File: config.mk
export PLATFORM = sky130hd
export DESIGN_NAME = ddc1_tx
export DESIGN_NICKNAME = d
export VERILOG_FILES = /design/src/rtl/ddc1_pkg.sv /design/src/rtl/ddc1_sync.sv /design/src/rtl/ddc1_fifo.sv /design/src/rtl/ddc1_shifter.sv /design/src/rtl/ddc1_tx.sv
export SDC_FILE = /design/constraint.sdc
export NUM_CORES = 1
export LEC_CHECK = 0
export ABC_AREA = 0
export BUFFER_PORTS_ARGS = -buffer_cell sky130_fd_sc_hd__buf_2
export CAP_MARGIN = 40
export CORE_ASPECT_RATIO = 2
export CORE_MARGIN = 3
export CORE_UTILIZATION = 64
export DETAILED_ROUTE_END_ITERATION = 10
export HOLD_SLACK_MARGIN = 0.12
export PLACE_DENSITY = 0.84
export SLEW_MARGIN = 20
export SYNTH_ARGS = -nofsm -noshare
export SYNTH_HDL_FRONTEND = slang
export SYNTH_SLANG_ARGS = --single-unit
File: constraint.sdc
create_clock -name clk_i -period 5.55 [get_ports clk_i]
set_input_delay 0.555 -clock clk_i [delete_from_list [all_inputs] [get_ports clk_i]]
set_output_delay 0.555 -clock clk_i [all_outputs]
set_load 0.02 [all_outputs]
File: src/rtl/ddc1_pkg.sv
package ddc1_pkg;
  localparam int unsigned BYTE_W    = 8;
  localparam int unsigned LVL_SEL_W = 2;
  localparam int unsigned LVL_BASE  = 2;  // sel 0 -> threshold 2
endpackage

File: src/rtl/ddc1_sync.sv
module ddc1_sync #(
  parameter int unsigned STAGES = 2
) (
  input  logic clk_i,
  input  logic rst_ni,
  input  logic async_i,
  output logic rise_o
);
  logic [STAGES-1:0] chain_q;
  logic              prev_q;

  generate
    for (genvar g = 0; g < STAGES; g++) begin : g_stage
      if (g == 0) begin : g_first
        always_ff @(posedge clk_i or negedge rst_ni)
          if (!rst_ni) chain_q[g] <= 1'b0;
          else         chain_q[g] <= async_i;
      end else begin : g_next
        always_ff @(posedge clk_i or negedge rst_ni)
          if (!rst_ni) chain_q[g] <= 1'b0;
          else         chain_q[g] <= chain_q[g-1];
      end
    end
  endgenerate

  always_ff @(posedge clk_i or negedge rst_ni)
    if (!rst_ni) prev_q <= 1'b0;
    else         prev_q <= chain_q[STAGES-1];

  assign rise_o = chain_q[STAGES-1] & ~prev_q;

  a_r4_single_pulse: assert property (@(posedge clk_i) disable iff (!rst_ni)
    rise_o |=> !rise_o);
endmodule

File: src/rtl/ddc1_fifo.sv
module ddc1_fifo #(
  parameter int unsigned DATA_W = 8,
  parameter int unsigned DEPTH  = 8,
  localparam int unsigned AW    = (DEPTH > 1) ? $clog2(DEPTH) : 1,
  localparam int unsigned CW    = $clog2(DEPTH + 1)
) (
  input  logic              clk_i,
  input  logic              rst_ni,
  input  logic              push_i,
  input  logic [DATA_W-1:0] wdata_i,
  input  logic              pop_i,
  output logic [DATA_W-1:0] rdata_o,
  output logic [CW-1:0]     count_o,
  output logic              full_o,
  output logic              empty_o
);
  logic [DATA_W-1:0] mem_q [DEPTH];
  logic [AW-1:0]     wr_q, rd_q;
  logic [CW-1:0]     count_q;
  logic              do_push, do_pop;

  assign full_o  = (count_q == CW'(DEPTH));
  assign empty_o = (count_q == '0);
  assign do_push = push_i & ~full_o;  // writes while full are dropped
  assign do_pop  = pop_i & ~empty_o;
  assign rdata_o = mem_q[rd_q];
  assign count_o = count_q;

  function automatic logic [AW-1:0] inc_ptr(input logic [AW-1:0] p);
    return (p == AW'(DEPTH - 1)) ? '0 : p + 1'b1;
  endfunction

  always_ff @(posedge clk_i or negedge rst_ni) begin
    if (!rst_ni) begin
      wr_q    <= '0;
      rd_q    <= '0;
      count_q <= '0;
    end else begin
      if (do_push) wr_q <= inc_ptr(wr_q);
      if (do_pop)  rd_q <= inc_ptr(rd_q);
      case ({do_push, do_pop})
        2'b10:   count_q <= count_q + 1'b1;
        2'b01:   count_q <= count_q - 1'b1;
        default: ;
      endcase
    end
  end

  always_ff @(posedge clk_i)
    if (do_push) mem_q[wr_q] <= wdata_i;

  a_r3_full_push_dropped: assert property (@(posedge clk_i) disable iff (!rst_ni)
    (full_o && push_i && !pop_i) |=> (count_q == $past(count_q)));
  a_r2_count_bound: assert property (@(posedge clk_i) disable iff (!rst_ni)
    count_q <= CW'(DEPTH));
  a_r5_no_pop_empty: assert property (@(posedge clk_i) disable iff (!rst_ni)
    (empty_o && !push_i) |=> empty_o);
endmodule

File: src/rtl/ddc1_shifter.sv
module ddc1_shifter #(
  parameter int unsigned DATA_W = 8,
  localparam int unsigned IW    = $clog2(DATA_W + 1)
) (
  input  logic              clk_i,
  input  logic              rst_ni,
  input  logic              tick_i,
  input  logic              avail_i,
  input  logic [DATA_W-1:0] data_i,
  output logic              pop_o,
  output logic              sda_o
);
  logic              busy_q;
  logic [IW-1:0]     idx_q;
  logic [DATA_W-1:0] sh_q;
  logic              sda_q;

  assign pop_o = tick_i & ~busy_q & avail_i;
  assign sda_o = sda_q;

  always_ff @(posedge clk_i or negedge rst_ni) begin
    if (!rst_ni) begin
      busy_q <= 1'b0;
      idx_q  <= '0;
      sh_q   <= '0;
      sda_q  <= 1'b1;
    end else if (tick_i) begin
      if (!busy_q) begin
        if (avail_i) begin
          sda_q  <= data_i[DATA_W-1];
          sh_q   <= data_i << 1;
          idx_q  <= IW'(1);
          busy_q <= 1'b1;
        end else begin
          sda_q  <= 1'b1;  // idle: keep line released
        end
      end else if (idx_q < IW'(DATA_W)) begin
        sda_q <= sh_q[DATA_W-1];
        sh_q  <= sh_q << 1;
        idx_q <= idx_q + 1'b1;
      end else begin
        sda_q  <= 1'b1;    // separator bit
        busy_q <= 1'b0;
        idx_q  <= '0;
      end
    end
  end

  a_r4_separator_high: assert property (@(posedge clk_i) disable iff (!rst_ni)
    (tick_i && busy_q && idx_q == IW'(DATA_W)) |=> sda_q);
  a_r5_idle_high: assert property (@(posedge clk_i) disable iff (!rst_ni)
    (tick_i && !busy_q && !avail_i) |=> sda_q);
  a_r4_hold_between_ticks: assert property (@(posedge clk_i) disable iff (!rst_ni)
    !tick_i |=> $stable(sda_q));
endmodule

File: src/rtl/ddc1_tx.sv
module ddc1_tx
  import ddc1_pkg::*;
#(
  parameter int unsigned DEPTH       = 8,
  parameter int unsigned SYNC_STAGES = 2,
  localparam int unsigned CW         = $clog2(DEPTH + 1)
) (
  input  logic                 clk_i,
  input  logic                 rst_ni,
  input  logic                 vsync_i,
  input  logic                 cpu_wr_i,
  input  logic [BYTE_W-1:0]    cpu_wdata_i,
  input  logic                 mbuf_rd_i,
  input  logic [BYTE_W-1:0]    mbuf_data_i,
  input  logic                 autoload_i,
  input  logic [LVL_SEL_W-1:0] lvl_sel_i,
  input  logic                 low_ie_i,
  output logic                 sda_oe_o,
  output logic                 fifo_low_o,
  output logic                 fifo_full_o,
  output logic                 irq_o
);
  logic              tick, push, pop, empty, sda;
  logic [BYTE_W-1:0] push_data, head;
  logic [CW-1:0]     count;
  logic [CW:0]       thresh;

  // CPU write wins over an auto-load push in the same cycle
  assign push      = cpu_wr_i | (autoload_i & mbuf_rd_i);
  assign push_data = cpu_wr_i ? cpu_wdata_i : mbuf_data_i;

  ddc1_sync #(.STAGES(SYNC_STAGES)) u_sync (
    .clk_i, .rst_ni, .async_i(vsync_i), .rise_o(tick)
  );

  ddc1_fifo #(.DATA_W(BYTE_W), .DEPTH(DEPTH)) u_fifo (
    .clk_i, .rst_ni,
    .push_i(push), .wdata_i(push_data),
    .pop_i(pop), .rdata_o(head),
    .count_o(count), .full_o(fifo_full_o), .empty_o(empty)
  );

  ddc1_shifter #(.DATA_W(BYTE_W)) u_shift (
    .clk_i, .rst_ni, .tick_i(tick), .avail_i(~empty),
    .data_i(head), .pop_o(pop), .sda_o(sda)
  );

  always_comb thresh = (CW+1)'(lvl_sel_i) + (CW+1)'(LVL_BASE);

  assign fifo_low_o = ({1'b0, count} < thresh);
  assign irq_o      = fifo_low_o & low_ie_i;
  assign sda_oe_o   = ~sda;  // open drain: pull low only for a 0

  a_r8_no_autoload: assert property (@(posedge clk_i) disable iff (!rst_ni)
    (mbuf_rd_i && !autoload_i && !cpu_wr_i && !pop) |=> (count == $past(count)));
  a_r8_autoload_push: assert property (@(posedge clk_i) disable iff (!rst_ni)
    (mbuf_rd_i && autoload_i && !fifo_full_o && !pop) |=> (count == $past(count) + 1'b1));
endmodule

==> key figures, run 1 <==
Power
  • Switching part of the total: 29.6%
  • Clock share of power: 26.0%
  • Post-route total power: 2.24 mW
  • Total power density per cell area: 509 nW/um^2
  • Reg power frac: 46.9%
  • Combinational power share: 27.1%
  • Internal Pwr Total: 1.57 mW
  • Worst IR drop on VDD: 0.392 mV
  • Reported net switching power: 661 uW
  • Static leakage power: 1.69 nW

Setup path
  • Critical path capture point type: register
  • Data required time of the worst path: 5.77 ns
  • Endpoint arrival time on the critical path: 3.08 ns
  • Number of cells on the worst reg-to-reg path: 10
  • Largest driver fanout on the critical path: 17
  • Class of the most critical setup path: register to register
  • Startpoint types: register

STA
  • Worst slew slack as a fraction of its limit: 45.3%
  • Unrepaired setup endpoints after global routing: no
  • Minimum clock period after layout: 2.86 ns
  • Setup violators final: 0
  • Final worst-path cycle share: 51.6%
  • Clock Skews: 0.00524 ns
  • Actual transition at the worst max-transition pin: 0.817 ns
  • Worst setup slack after layout: 2.69 ns
  • Sum Neg Setup Slack: 0 ns
  • Number of pins exceeding their max-slew limit in the final report: 0
  • Worst hold slack: 0.215 ns
  • Maximum clock frequency: 349 MHz
  • Count of final hold-check violations: 0

Finish
  • Share of post-route cells with drive strength above 1: 30.9%
  • Post-layout utilization of the core: 75.6%
  • Antenna diode count: 0
  • Final design area excluding fillers: 4390 um^2
  • Area taken by flip-flops and latches: 2570 um^2
  • Non-filler instance count after layout: 339
  • Nets: 308
  • Number of fillers in the final layout: 360
  • Area added between synthesis and finish: 13.2%
  • Combined area of the multi-input logic cells: 1230 um^2

Yosys
  • Largest cells by area after synthesis: sky130_fd_sc_hd__edfxtp_1 (50%), sky130_fd_sc_hd__dfrtp_1 (16%), sky130_fd_sc_hd__mux4_2 (9.3%), sky130_fd_sc_hd__mux2_2 (4.9%), sky130_fd_sc_hd__ha_1 (3.2%)
  • FF+latch count, synth: 90
  • Mapped Avg Cell Area: 16.5 um^2
  • Number of flops mapped to enable cells by yosys: 64
  • Share of async-settable or async-resettable flops after synthesis: 28.9%
  • Top cell type's share of synthesized area: 49.5%
  • Cell area after synthesis: 3880 um^2
  • Number of warnings issued by yosys: 0
  • Library cell with the largest summed area after synthesis: sky130_fd_sc_hd__edfxtp_1
  • Cell variety after synth: 37
  • Post-Syn Nets: 270
  • Flip-flop cell with the highest count after synthesis: sky130_fd_sc_hd__edfxtp_1
  • Post-Syn Instances: 235
  • Proportion of synthesized chip area in sequential cells: 66.4%

Clocking
  • Gates resized, CTS repair: 0
  • CTS root buffer: sky130_fd_sc_hd__clkbuf_16
  • Number of clock sinks: 90
  • Total number of H-tree levels: 3
  • Clock buffers created by TritonCTS: 9
  • Maximum buffer depth of the clock tree: 2
  • Number of buffers inserted for hold repair after clock tree synthesis: 0
  • # Post-CTS Setup Buffers: 0
  • CTS clock-pin slew for the worst setup and hold paths: 0.06 ns
  • Clock latency at the later pin of the worst-skew pair: 0.34 ns
  • TritonCTS clock tree: built

Detailed routing
  • Post-detailed-route count of antenna-violating nets: 0
  • Routed length on met2: 3880 um
  • Met1 routed wirelength after detailed routing: 2520 um
  • Met3 Wirelength: 225 um
  • DR vias: 2067
  • Highest metal layer with signal wires: met4
  • Mean routed wirelength per cell: 19.9 um
  • Post-route DRC violation count: 0
  • Final WL: 6750 um
  • Initial DRC count: 104
  • Vias per inst: 6.10
  • Number of detailed-route iterations in the first pass: 4

Flow run
  • Max-cap viol count: 0

Floorplan
  • Initial core utilization: 66.8%
  • Die Outline Area: 7090 um^2
  • Number of I/O pins: 29
  • DIE WIDTH: 61.0 um
  • Die span in y: 116 um
  • Number of rows created at floorplan: 39
  • Standard cell core area: 5810 um^2

Global route
  • Total overflow reported by the global router: 0
  • GR Util All Layers: 22.1%
  • Number of global-route vias before repair: 2159
  • Wire length of the first global-routing pass: 10800 um
  • Maximum number of pins on one net before global-route repair: 27
  • Number of antenna violations at the first check in global routing: 0

Min path
  • Worst Hold Class: primary input to async pin

Place
  • Placed instance count: 323
  • # port buffers: 28
  • HPWL Detailed: 4690 um
  • Worst slack after detailed placement: 2.70 ns
  • Cell area reported after detailed placement: 4100 um^2
  • Placer's final routability congestion estimate: 0.744

Status
  • Outcome: finished, final reports clean
==> per-layer routing <==
metal	vias up	GRT usage (%)
li1	980	-
met1	1039	24.2
met2	40	38.5
met3	8	5.97
met4	0	10.1
met5	-	0
==> cells by family after synthesis <==
kind of cell,synth area share [%]
muxes,16.8
adders and majority gates,3.23
AOI/OAI and AO/OA,4.36
DFF,66.4
buffers and inverters,1.81
and+or+nand+nor,6.32
xor gates and xnor gates,1.13
==> critical path, cell delays in order (launching register included) <==
cell and delay [ns]:
sky130_fd_sc_hd__dfrtp_1 0.46, sky130_fd_sc_hd__or4_4 0.58, sky130_fd_sc_hd__o211ai_4 0.41, sky130_fd_sc_hd__nor2_4 0.12
sky130_fd_sc_hd__ha_1 0.31, sky130_fd_sc_hd__xor2_1 0.16, sky130_fd_sc_hd__ha_1 0.18, sky130_fd_sc_hd__a21oi_1 0.15
sky130_fd_sc_hd__xor2_1 0.16, sky130_fd_sc_hd__nor2_1 0.06, sky130_fd_sc_hd__xor2_1 0.14
==> power by group through the flow <==
stage | clock network, mW | registers, mW | logic, mW
2_1_floorplan | 0 | 0.977 | 0.516
3_3_place_gp | 0 | 1.07 | 0.551
3_5_place_dp | 0 | 1.06 | 0.608
4_1_cts | 0.591 | 1.05 | 0.619
5_1_grt | 0.625 | 1.07 | 0.674
6_report | 0.582 | 1.05 | 0.606
==> registers in the layout (all words and copies together) (netlist names) <==
| name | cells |
|---|---|
| u_fifo.rd_q | 3 |
| u_sync.chain_q | 2 |
| u_fifo.count_o | 4 |
| u_sync.prev_q | 1 |
| u_fifo.wr_q | 3 |
| u_shift.busy_q | 1 |
| u_shift.sda_o | 1 |
| u_shift.idx_q | 4 |
| u_fifo.mem_q | 64 |
| u_shift.sh_q | 7 |
==> cells in the final DEF (no fill, tap or decap), types with 3 or more instances in the layout <==
master | synthesis | final
sky130_fd_sc_hd__edfxtp_1 | 64 | 64
sky130_fd_sc_hd__clkbuf_16 | 0 | 9
sky130_fd_sc_hd__a21oi_1 | 6 | 6
sky130_fd_sc_hd__mux2_2 | 17 | 17
sky130_fd_sc_hd__dfrtp_1 | 25 | 25
sky130_fd_sc_hd__mux2i_1 | 7 | 7
sky130_fd_sc_hd__ha_1 | 10 | 10
sky130_fd_sc_hd__nand2b_1 | 5 | 5
sky130_fd_sc_hd__nand2_1 | 17 | 17
sky130_fd_sc_hd__mux4_2 | 16 | 16
sky130_fd_sc_hd__buf_2 | 2 | 28
sky130_fd_sc_hd__nor3_1 | 4 | 4
sky130_fd_sc_hd__o21ai_0 | 14 | 14
sky130_fd_sc_hd__inv_1 | 5 | 5
sky130_fd_sc_hd__buf_4 | 1 | 6
sky130_fd_sc_hd__nor2_1 | 9 | 9
sky130_fd_sc_hd__nor2b_1 | 4 | 4
sky130_fd_sc_hd__xor2_1 | 4 | 4
sky130_fd_sc_hd__nand3b_1 | 3 | 3
==> cells in the mapped netlist, types with 2 or more instances <==
| cell type | instances |
|---|---|
| sky130_fd_sc_hd__xor2_1 | 4 |
| sky130_fd_sc_hd__buf_2 | 2 |
| sky130_fd_sc_hd__a21oi_1 | 6 |
| sky130_fd_sc_hd__mux2i_1 | 7 |
| sky130_fd_sc_hd__nand2b_1 | 5 |
| sky130_fd_sc_hd__ha_1 | 10 |
| sky130_fd_sc_hd__dfrtp_1 | 25 |
| sky130_fd_sc_hd__clkbuf_1 | 2 |
| sky130_fd_sc_hd__nand3b_1 | 3 |
| sky130_fd_sc_hd__mux2_2 | 17 |
| sky130_fd_sc_hd__o21ai_0 | 14 |
| sky130_fd_sc_hd__nor2_1 | 9 |
| sky130_fd_sc_hd__mux4_2 | 16 |
| sky130_fd_sc_hd__mux2_4 | 2 |
| sky130_fd_sc_hd__inv_1 | 5 |
| sky130_fd_sc_hd__edfxtp_1 | 64 |
| sky130_fd_sc_hd__nand2_1 | 17 |
| sky130_fd_sc_hd__nor3_1 | 4 |
| sky130_fd_sc_hd__buf_6 | 2 |
| sky130_fd_sc_hd__nor2b_1 | 4 |
==> cell type report <==
cell class              instances  area share (%)
inverters                       5           0.427
clock inverters                 5            1.23
repair buffers                 35            4.56
multi-input cells             132            28.1
flip-flops and latches         90            58.6
clock buffers                  11            5.30
well taps                      61            1.74
==> final timing paths <==
| kind | startpoint | to | slack (ns) |
|---|---|---|---|
| min in group clk_i | vsync_i | u_sync.chain_q[0]$_DFF_PN0_ | 0.32 |
| hold reg to reg | u_sync.chain_q[0]$_DFF_PN0_ | u_sync.chain_q[1]$_DFF_PN0_ | 0.35 |
| hold / removal | rst_ni | u_fifo.wr_q[1]$_DFFE_PN0P_ | 0.22 |
| setup / recovery | u_fifo.count_o[1]$_DFFE_PN0P_ | u_fifo.count_o[2]$_DFFE_PN0P_ | 2.69 |
| max in group asynchronous | rst_ni | u_sync.chain_q[1]$_DFF_PN0_ | 4.94 |
| setup reg to reg | u_fifo.count_o[1]$_DFFE_PN0P_ | u_fifo.count_o[2]$_DFFE_PN0P_ | 2.69 |
(Power assumes the default switching activity.)
==> inputs of run 2 (changes only) <==
ABC_AREA = 1   (was 0)
CORE_UTILIZATION = 60   (was 64)
PLACE_DENSITY = 0.79   (was 0.84)
clock period = 2.7 ns   (was 5.55 ns; I/O delays follow)
==> run 2 against run 1 <==
Synthesized cell count increased by 73%. Critical path depth increased by 2. Fmax increased by 24%. Non-clock buffer count increased by 6. Setup slack got worse by 2.3 ns. Sequential share of layout area decreased by 3.0 points. Total power increased by 120%. Count of clock-buffer cells in the layout unchanged. Routed wire length increased by 25%. Critical path type unchanged. Critical endpoint unchanged.
==> key figures, run 2 <==
Power
  • Worst IR drop on VDD: 0.618 mV (was 0.392 mV)
  • Post-route total power: 4.83 mW (was 2.24 mW)
  • Total power density per cell area: 1040 nW/um^2 (was 509 nW/um^2)
  • Static leakage power: 2.03 nW (was 1.69 nW)

Finish
  • Most common cell after layout, fill and taps aside: sky130_fd_sc_hd__nand2_1 (was sky130_fd_sc_hd__edfxtp_1)
  • Nets: 479 (was 308)
  • Biggest regs: u_fifo.mem_q: 64 flops, u_shift.sh_q: 7 flops (unchanged)
  • Biggest register: u_fifo.mem_q (unchanged)
  • Combined area of the multi-input logic cells: 1310 um^2 (was 1230 um^2)
  • Share of post-route cells with drive strength above 1: 15.6% (was 30.9%)
  • Most used cells in the layout excluding fill and tap cells: sky130_fd_sc_hd__nand2_1 (130), sky130_fd_sc_hd__edfxtp_1 (64), sky130_fd_sc_hd__nand3_1 (56), sky130_fd_sc_hd__nor2_1 (31), sky130_fd_sc_hd__buf_2 (28) (was sky130_fd_sc_hd__edfxtp_1 (64), sky130_fd_sc_hd__buf_2 (28), sky130_fd_sc_hd__dfrtp_1 (25), sky130_fd_sc_hd__nand2_1 (17), sky130_fd_sc_hd__mux2_2 (17))
  • Number of fillers in the final layout: 493 (was 360)
  • Antenna diode count: 0 (unchanged)
  • Area taken by flip-flops and latches: 2570 um^2 (unchanged)
  • Area added between synthesis and finish: 13.6% (was 13.2%)
  • Flip-flop count of the largest register after layout: 64 (unchanged)

Yosys
  • Proportion of synthesized chip area in sequential cells: 63.2% (was 66.4%)
  • Cell area after synthesis: 4070 um^2 (was 3880 um^2)
  • Post-Syn Instances: 406 (was 235)
  • Top cell type's share of synthesized area: 47.2% (was 49.5%)
  • Flip-flop cell with the highest count after synthesis: sky130_fd_sc_hd__edfxtp_1 (unchanged)
  • Share of async-settable or async-resettable flops after synthesis: 28.9% (unchanged)
  • Cell variety after synth: 34 (was 37)
  • Library cell with the largest summed area after synthesis: sky130_fd_sc_hd__edfxtp_1 (unchanged)
  • Synth cell count leaders: sky130_fd_sc_hd__nand2_1 (130), sky130_fd_sc_hd__edfxtp_1 (64), sky130_fd_sc_hd__nand3_1 (56), sky130_fd_sc_hd__nor2_1 (31), sky130_fd_sc_hd__dfrtp_1 (25) (was sky130_fd_sc_hd__edfxtp_1 (64), sky130_fd_sc_hd__dfrtp_1 (25), sky130_fd_sc_hd__mux2_2 (17), sky130_fd_sc_hd__nand2_1 (17), sky130_fd_sc_hd__mux4_2 (16))
  • Largest cells by area after synthesis: sky130_fd_sc_hd__edfxtp_1 (47%), sky130_fd_sc_hd__dfrtp_1 (15%), sky130_fd_sc_hd__nand2_1 (12%), sky130_fd_sc_hd__nand3_1 (6.9%), sky130_fd_sc_hd__ha_1 (3.1%) (was sky130_fd_sc_hd__edfxtp_1 (50%), sky130_fd_sc_hd__dfrtp_1 (16%), sky130_fd_sc_hd__mux4_2 (9.3%), sky130_fd_sc_hd__mux2_2 (4.9%), sky130_fd_sc_hd__ha_1 (3.2%))
  • FF+latch count, synth: 90 (unchanged)
  • Number of warnings issued by yosys: 0 (unchanged)
  • Mapped Avg Cell Area: 10.0 um^2 (was 16.5 um^2)
  • Post-Syn Nets: 441 (was 270)
  • Number of flops mapped to enable cells by yosys: 64 (unchanged)
  • Cell with the most instances after synthesis: sky130_fd_sc_hd__nand2_1 (was sky130_fd_sc_hd__edfxtp_1)

Setup path
  • Slowest cell on the critical path: sky130_fd_sc_hd__dfrtp_1 (was sky130_fd_sc_hd__or4_4)
  • Crit path cell chain: inv_2 -> nand3_2 -> inv_2 -> ha_1 -> nand2_1 -> inv_1 -> nor2_1 -> ha_1 -> a21o_1 -> or2_2 -> nand3_1 -> o21ai_0 (was or4_4 -> o211ai_4 -> nor2_4 -> ha_1 -> xor2_1 -> ha_1 -> a21oi_1 -> xor2_1 -> nor2_1 -> xor2_1)
  • Class of the most critical setup path: register to register (unchanged)
  • Endpoint arrival time on the critical path: 2.53 ns (was 3.08 ns)
  • Data required time of the worst path: 2.92 ns (was 5.77 ns)
  • Largest driver fanout on the critical path: 16 (was 17)
  • Crit-path max cell delay: 0.42 ns (was 0.58 ns)
  • Startpoint types: register (unchanged)
  • Critical path capture point type: register (unchanged)
  • Number of cells on the critical path: 12 (was 10)
  • Buffers & Inverters on Critical Path: 3 (was 0)
  • Number of cells on the worst reg-to-reg path: 12 (was 10)
  • Cell type group with the largest total delay on the critical path: simple AND/OR/NAND/NOR gates (unchanged)

Flow run
  • Max-cap viol count: 0 (unchanged)

Global route
  • Wire length of the first global-routing pass: 13900 um (was 10800 um)
  • Maximum number of pins on one net before global-route repair: 35 (was 27)
  • Number of antenna violations at the first check in global routing: 0 (unchanged)
  • GR Util All Layers: 24.0% (was 22.1%)
  • Number of global-route vias before repair: 2912 (was 2159)
  • Total overflow reported by the global router: 0 (unchanged)

Detailed routing
  • Mean routed wirelength per cell: 15.8 um (was 19.9 um)
  • Post-route DRC violation count: 0 (unchanged)
  • Vias per inst: 5.45 (was 6.10)
  • Initial DRC count: 179 (was 104)
  • Number of detailed-route iterations in the first pass: 4 (unchanged)
  • Final WL: 8450 um (was 6750 um)
  • Post-detailed-route count of antenna-violating nets: 0 (unchanged)
  • DR vias: 2915 (was 2067)

Clocking
  • CTS clock-pin slew for the worst setup and hold paths: 0.06 ns (about the same)
  • CTS root buffer: sky130_fd_sc_hd__clkbuf_16 (unchanged)
  • TritonCTS clock tree: built (unchanged)
  • Number of clock sinks: 90 (unchanged)
  • # Post-CTS Setup Buffers: 0 (unchanged)
  • Clock latency at the later pin of the worst-skew pair: 0.33 ns (was 0.34 ns)
  • Maximum buffer depth of the clock tree: 2 (unchanged)
  • Gates resized, CTS repair: 0 (unchanged)
  • Total number of H-tree levels: 3 (unchanged)
  • Clock buffers created by TritonCTS: 9 (unchanged)

Place
  • HPWL Detailed: 5710 um (was 4690 um)
  • Placer's final routability congestion estimate: 0.826 (was 0.744)
  • # port buffers: 28 (unchanged)

STA
  • Sum Neg Setup Slack: 0 ns (unchanged)
  • Number of pins exceeding their max-slew limit in the final report: 0 (unchanged)
  • Actual transition at the worst max-transition pin: 0.566 ns (was 0.817 ns)
  • Setup violators final: 0 (unchanged)
  • Minimum clock period after layout: 2.31 ns (was 2.86 ns)
  • Worst hold slack: 0.355 ns (was 0.215 ns)
  • Count of final hold-check violations: 0 (unchanged)
  • Final worst-path cycle share: 85.7% (was 51.6%)
  • Clock Skews: 0.00292 ns (was 0.00524 ns)
  • Worst slew slack as a fraction of its limit: 62.2% (was 45.3%)
  • Unrepaired setup endpoints after global routing: no (unchanged)
  • Maximum clock frequency: 432 MHz (was 349 MHz)

Floorplan
  • DIE WIDTH: 64.3 um (was 61.0 um)
  • Number of rows created at floorplan: 41 (was 39)
  • Die Outline Area: 7870 um^2 (was 7090 um^2)
  • Initial core utilization: 63.0% (was 66.8%)
  • Die span in y: 123 um (was 116 um)
  • Number of I/O pins: 29 (unchanged)
  • Standard cell core area: 6460 um^2 (was 5810 um^2)

Min path
  • Worst Hold Depth: 0
  • Worst Hold Class: register to register (was primary input to async pin)

Status
  • Outcome: finished, final reports clean (unchanged)
## run 2: per-layer routing
layer / vias up / part of all wire [%] / wire (um) / track usage, %
li1: 1430 / - / - / -
met1: 1357 / 36 / 3010 / 26.6
met2: 101 / 55 / 4650 / 41.7
met3: 27 / 5.1 / 429 / 4.58
met4: 0 / 4.3 / 361 / 15.1
met5: - / 0 / 0 / 0
## run 2: cells by family after synthesis
| kind of cell | after synthesis | synth area share [%] |
|---|---|---|
| buf+inv | 44 | 4.79 |
| fa+ha+maj | 10 | 3.07 |
| flops | 90 | 63.2 |
| simple gates | 234 | 24.9 |
| xor+xnor | 2 | 0.430 |
| compound gates | 26 | 3.65 |
## run 2: cell type report
type / count / area share, %
sequential: 90 / 55.6
timing repair buffer: 41 / 5.24
clock inverter: 5 / 1.16
multi-input combinational: 272 / 28.2
clock buffer: 11 / 5.03
tap: 86 / 2.32
inverter: 30 / 2.43
## run 2: per-stage QoR
stage               setup slack (ns)  cell area (um^2)  cells  util (%)
floorplan                      0.672              4070    406         -
global placement               0.449              4320    517      66.9
detailed placement             0.382              4320    517      66.9
CTS                            0.375              4630    535      71.6
global route                   0.184              4630    535      71.6
finish                         0.386              4630    535      71.6
## run 2: path summary, 6_finish.rpt
| path | from | to | slack [ns] |
|---|---|---|---|
| min reg2reg | u_sync.chain_q[0]$_DFF_PN0_ | u_sync.chain_q[1]$_DFF_PN0_ | 0.36 |
| min in group asynchronous | rst_ni | u_fifo.wr_q[2]$_DFFE_PN0P_ | 0.46 |
| max | u_shift.busy_q$_DFFE_PN0N_ | u_fifo.count_o[2]$_DFFE_PN0P_ | 0.39 |
| max in group asynchronous | rst_ni | u_sync.prev_q$_DFF_PN0_ | 1.86 |
| min | u_sync.chain_q[0]$_DFF_PN0_ | u_sync.chain_q[1]$_DFF_PN0_ | 0.36 |
| max reg2reg | u_shift.busy_q$_DFFE_PN0N_ | u_fifo.count_o[2]$_DFFE_PN0P_ | 0.39 |
## run 2: timing repair
action | CTS | global route
setup endpoints to repair | 0 | 0
hold endpoints to repair | 26 | 0
hold buffers | 2 | 0
## run 2: power breakdown
part           switching (mW)  total [mW]  internal, mW
combinational            1.05        1.59         0.542
clock                   0.486        1.20         0.714
sequential              0.196        2.04          1.84
total                    1.73        4.83          3.10
==> inputs of run 3 (changes only) <==
ABC_AREA = 0   (was 1)
CORE_UTILIZATION = 59   (was 60)
PLACE_DENSITY = 0.78   (was 0.79)
==> run 3 against run 2 <==
Global-route usage down 3.5 points. Cell count down 30%. Setup slack worse by 0.20 ns. Total power down 3.8%. Worst hold slack got worse by 0.0083 ns. Routed wire length down 18%. Count of clock-buffer cells in the layout is the same. Flip-flop and latch count unchanged. Largest cell class unchanged. First-iteration DRC count decreased by 48%. Clock power is essentially flat. Via count fell by 27%. Design area decreased by 2.5%.
==> key figures, run 3 (same netlist as run 1, synthesis figures left out) <==
Status
  • Outcome: finished, final reports clean (unchanged)

Finish
  • Antenna diode count: 0 (unchanged)
  • Post-layout utilization of the core: 71.0% (was 71.6%)
  • Biggest register: u_fifo.mem_q (unchanged)
  • Area added between synthesis and finish: 16.4% (was 13.6%)
  • Most used cells in the layout excluding fill and tap cells: sky130_fd_sc_hd__edfxtp_1 (64), sky130_fd_sc_hd__buf_2 (28), sky130_fd_sc_hd__dfrtp_1 (25), sky130_fd_sc_hd__nand2_1 (17), sky130_fd_sc_hd__mux2_2 (17) (was sky130_fd_sc_hd__nand2_1 (130), sky130_fd_sc_hd__edfxtp_1 (64), sky130_fd_sc_hd__nand3_1 (56), sky130_fd_sc_hd__nor2_1 (31), sky130_fd_sc_hd__buf_2 (28))
  • Final design area excluding fillers: 4510 um^2 (was 4630 um^2)
  • Most common cell after layout, fill and taps aside: sky130_fd_sc_hd__edfxtp_1 (was sky130_fd_sc_hd__nand2_1)
  • Flip-flop count of the largest register after layout: 64 (unchanged)
  • Nets: 319 (was 479)
  • Share of post-route cells with drive strength above 1: 34.3% (was 15.6%)
  • Number of fillers in the final layout: 456 (was 493)
  • Biggest regs: u_fifo.mem_q: 64 flops, u_shift.sh_q: 7 flops (unchanged)

Power
  • Worst IR drop on VDD: 0.934 mV (was 0.618 mV)
  • Post-route total power: 4.64 mW (was 4.83 mW)
  • Static leakage power: 1.75 nW (was 2.03 nW)
  • Total power density per cell area: 1030 nW/um^2 (was 1040 nW/um^2)

Detailed routing
  • Routed length on met2: 4020 um (was 4650 um)
  • Post-detailed-route count of antenna-violating nets: 0 (unchanged)
  • Number of detailed-route iterations in the first pass: 4 (unchanged)
  • Post-route DRC violation count: 0 (unchanged)
  • DR vias: 2122 (was 2915)
  • Highest metal layer with signal wires: met4 (unchanged)
  • Vias per inst: 5.66 (was 5.45)
  • Met3 Wirelength: 166 um (was 429 um)
  • Met1 routed wirelength after detailed routing: 2530 um (was 3010 um)
  • Final WL: 6930 um (was 8450 um)
  • Mean routed wirelength per cell: 18.5 um (was 15.8 um)
  • Initial DRC count: 93 (was 179)

Clocking
  • Total number of H-tree levels: 3 (unchanged)
  • TritonCTS clock tree: built (unchanged)
  • Clock latency at the later pin of the worst-skew pair: 0.33 ns (about the same)
  • Number of clock sinks: 90 (unchanged)
  • CTS root buffer: sky130_fd_sc_hd__clkbuf_16 (unchanged)
  • Maximum buffer depth of the clock tree: 2 (unchanged)
  • CTS clock-pin slew for the worst setup and hold paths: 0.06 ns (about the same)
  • Clock buffers created by TritonCTS: 9 (unchanged)

Min path
  • Worst Hold Depth: 2 (was 0)
  • Worst Hold Class: primary input to register (was register to register)
  • HP Start: mbuf_data_i[4] (was u_sync.chain_q[0]$_DFF_PN0_)
  • Worst Hold End: u_fifo.mem_q[3][4]$_DFFE_PP_ (was u_sync.chain_q[1]$_DFF_PN0_)

STA
  • Setup violators final: 0 (unchanged)
  • Maximum clock frequency: 398 MHz (was 432 MHz)
  • Count of final hold-check violations: 0 (unchanged)
  • Worst slew slack as a fraction of its limit: 51.0% (was 62.2%)
  • Sum Neg Setup Slack: 0 ns (unchanged)
  • Minimum clock period after layout: 2.51 ns (was 2.31 ns)
  • Actual transition at the worst max-transition pin: 0.735 ns (was 0.566 ns)
  • Final worst-path cycle share: 93.1% (was 85.7%)
  • Worst hold slack: 0.347 ns (was 0.355 ns)
  • Unrepaired setup endpoints after global routing: no (unchanged)
  • Clock Skews: 0.00648 ns (was 0.00292 ns)
  • Number of pins exceeding their max-slew limit in the final report: 0 (unchanged)

Setup path
  • Cell occurring most often along the worst timing path: sky130_fd_sc_hd__xor2_1
  • Data required time of the worst path: 2.90 ns (was 2.92 ns)
  • Crit Reg-Reg Startpoint: u_fifo.count_o[0]$_DFFE_PN0P_ (was u_shift.busy_q$_DFFE_PN0N_)
  • Slowest cell on the critical path: sky130_fd_sc_hd__or4_4 (was sky130_fd_sc_hd__dfrtp_1)
  • Crit-path max cell delay: 0.56 ns (was 0.42 ns)
  • Class of the most critical setup path: register to register (unchanged)
  • Flop2flop setup slack: 0.19 ns (was 0.39 ns)
  • Endpoint arrival time on the critical path: 2.72 ns (was 2.53 ns)
  • Largest driver fanout on the critical path: 6 (was 16)
  • Crit path cell chain: or4_4 -> o211ai_4 -> nor2_4 -> ha_2 -> xor2_1 -> ha_1 -> a21oi_1 -> xor2_1 -> nor2_1 -> xor2_1 (was inv_2 -> nand3_2 -> inv_2 -> ha_1 -> nand2_1 -> inv_1 -> nor2_1 -> ha_1 -> a21o_1 -> or2_2 -> nand3_1 -> o21ai_0)
  • Number of cells on the worst reg-to-reg path: 10 (was 12)
  • Startpoint types: register (unchanged)
  • Reg2Reg Capture Point: u_fifo.count_o[2]$_DFFE_PN0P_ (unchanged)
  • Critical path capture point type: register (unchanged)

Global route
  • Number of global-route vias before repair: 2276 (was 2912)
  • Number of antenna violations at the first check in global routing: 0 (unchanged)
  • Total overflow reported by the global router: 0 (unchanged)
  • GR Util All Layers: 20.5% (was 24.0%)
  • Wire length of the first global-routing pass: 11300 um (was 13900 um)
  • Maximum number of pins on one net before global-route repair: 27 (was 35)

Flow run
  • Max-cap viol count: 0 (unchanged)

Floorplan
  • DIE WIDTH: 63.3 um (was 64.3 um)
  • Number of rows created at floorplan: 41 (unchanged)
  • Die Outline Area: 7640 um^2 (was 7870 um^2)
  • Standard cell core area: 6360 um^2 (was 6460 um^2)
  • Die span in y: 121 um (was 123 um)
  • Initial core utilization: 61.0% (was 63.0%)
  • Number of I/O pins: 29 (unchanged)

Place
  • # port buffers: 28 (unchanged)
  • HPWL Detailed: 4810 um (was 5710 um)
  • Cell area reported after detailed placement: 4200 um^2 (was 4320 um^2)
  • Placer's final routability congestion estimate: 0.749 (was 0.826)
## run 3: cell count changes in the layout (fill, tap and decap cells not counted), moves of 6 or more
cell | before | now
sky130_fd_sc_hd__mux2i_1 | 0 | 7
sky130_fd_sc_hd__inv_1 | 23 | 5
sky130_fd_sc_hd__inv_2 | 6 | 0
sky130_fd_sc_hd__nand3_1 | 56 | 1
sky130_fd_sc_hd__mux2_2 | 0 | 17
sky130_fd_sc_hd__nand2_1 | 130 | 17
sky130_fd_sc_hd__nor2_1 | 31 | 9
sky130_fd_sc_hd__mux4_2 | 0 | 16
## run 3: power breakdown
part	switching [mW]	internal, mW	total (mW)
registers	0.250	1.84	2.09
clock network	0.468	0.738	1.21
logic	0.637	0.709	1.35
total	1.35	3.29	4.64
## run 3: area by class of cell
class | count | area [um^2] | area share, %
clock inverters | 5 | 53.8 | 1.19
inverters | 5 | 18.8 | 0.416
repair buffers | 46 | 280 | 6.21
multi-input cells | 132 | 1240 | 27.4
well taps | 86 | 108 | 2.38
clock buffers | 11 | 243 | 5.38
flip-flops and latches | 90 | 2570 | 57.0
## run 3: routing by layer
layer | GRT usage, % | vias up
met5 | 0 | -
met4 | 12.2 | 0
met3 | 2.51 | 15
met2 | 37.1 | 48
met1 | 22.3 | 1053
li1 | - | 1006
## run 3: what timing repair did
| action | CTS | global route |
|---|---|---|
| setup buffers | 0 | 0 |
| setup endpoints to repair | 0 | 1 |
| hold buffers | 2 | 0 |
| resized for setup | 0 | 1 |
| endpoints found under the hold margin | 26 | 0 |
## run 3: per-stage QoR
step	instances	setup WS, ns
after global routing	375	0.0499
after floorplan	235	0.199
after detailed placement	357	0.138
after CTS	375	0.109
after global placement	357	0.192
final	375	0.185
## run 3: worst max path at each step
stage                             startpoint                            end  cells past startpoint
2_1_floorplan  u_fifo.count_o[1]$_DFFE_PN0P_  u_fifo.count_o[2]$_DFFE_PN0P_                     10
3_3_place_gp   u_fifo.count_o[0]$_DFFE_PN0P_  u_fifo.count_o[2]$_DFFE_PN0P_                     10
3_5_place_dp   u_fifo.count_o[0]$_DFFE_PN0P_  u_fifo.count_o[2]$_DFFE_PN0P_                     10
4_1_cts        u_fifo.count_o[0]$_DFFE_PN0P_  u_fifo.count_o[2]$_DFFE_PN0P_                     10
5_1_grt        u_fifo.count_o[0]$_DFFE_PN0P_  u_fifo.count_o[2]$_DFFE_PN0P_                     10
6_report       u_fifo.count_o[0]$_DFFE_PN0P_  u_fifo.count_o[2]$_DFFE_PN0P_                     10
## run 3: worst max-delay path: cells and delay by family (launching register included)
kind	cells	cell delay [ns]
AND/OR/NAND/NOR	3	0.72
XOR/XNOR	3	0.46
flip-flops	1	0.43
adder cells (fa/ha/maj)	2	0.43
AO/OA/AOI/OAI	2	0.35
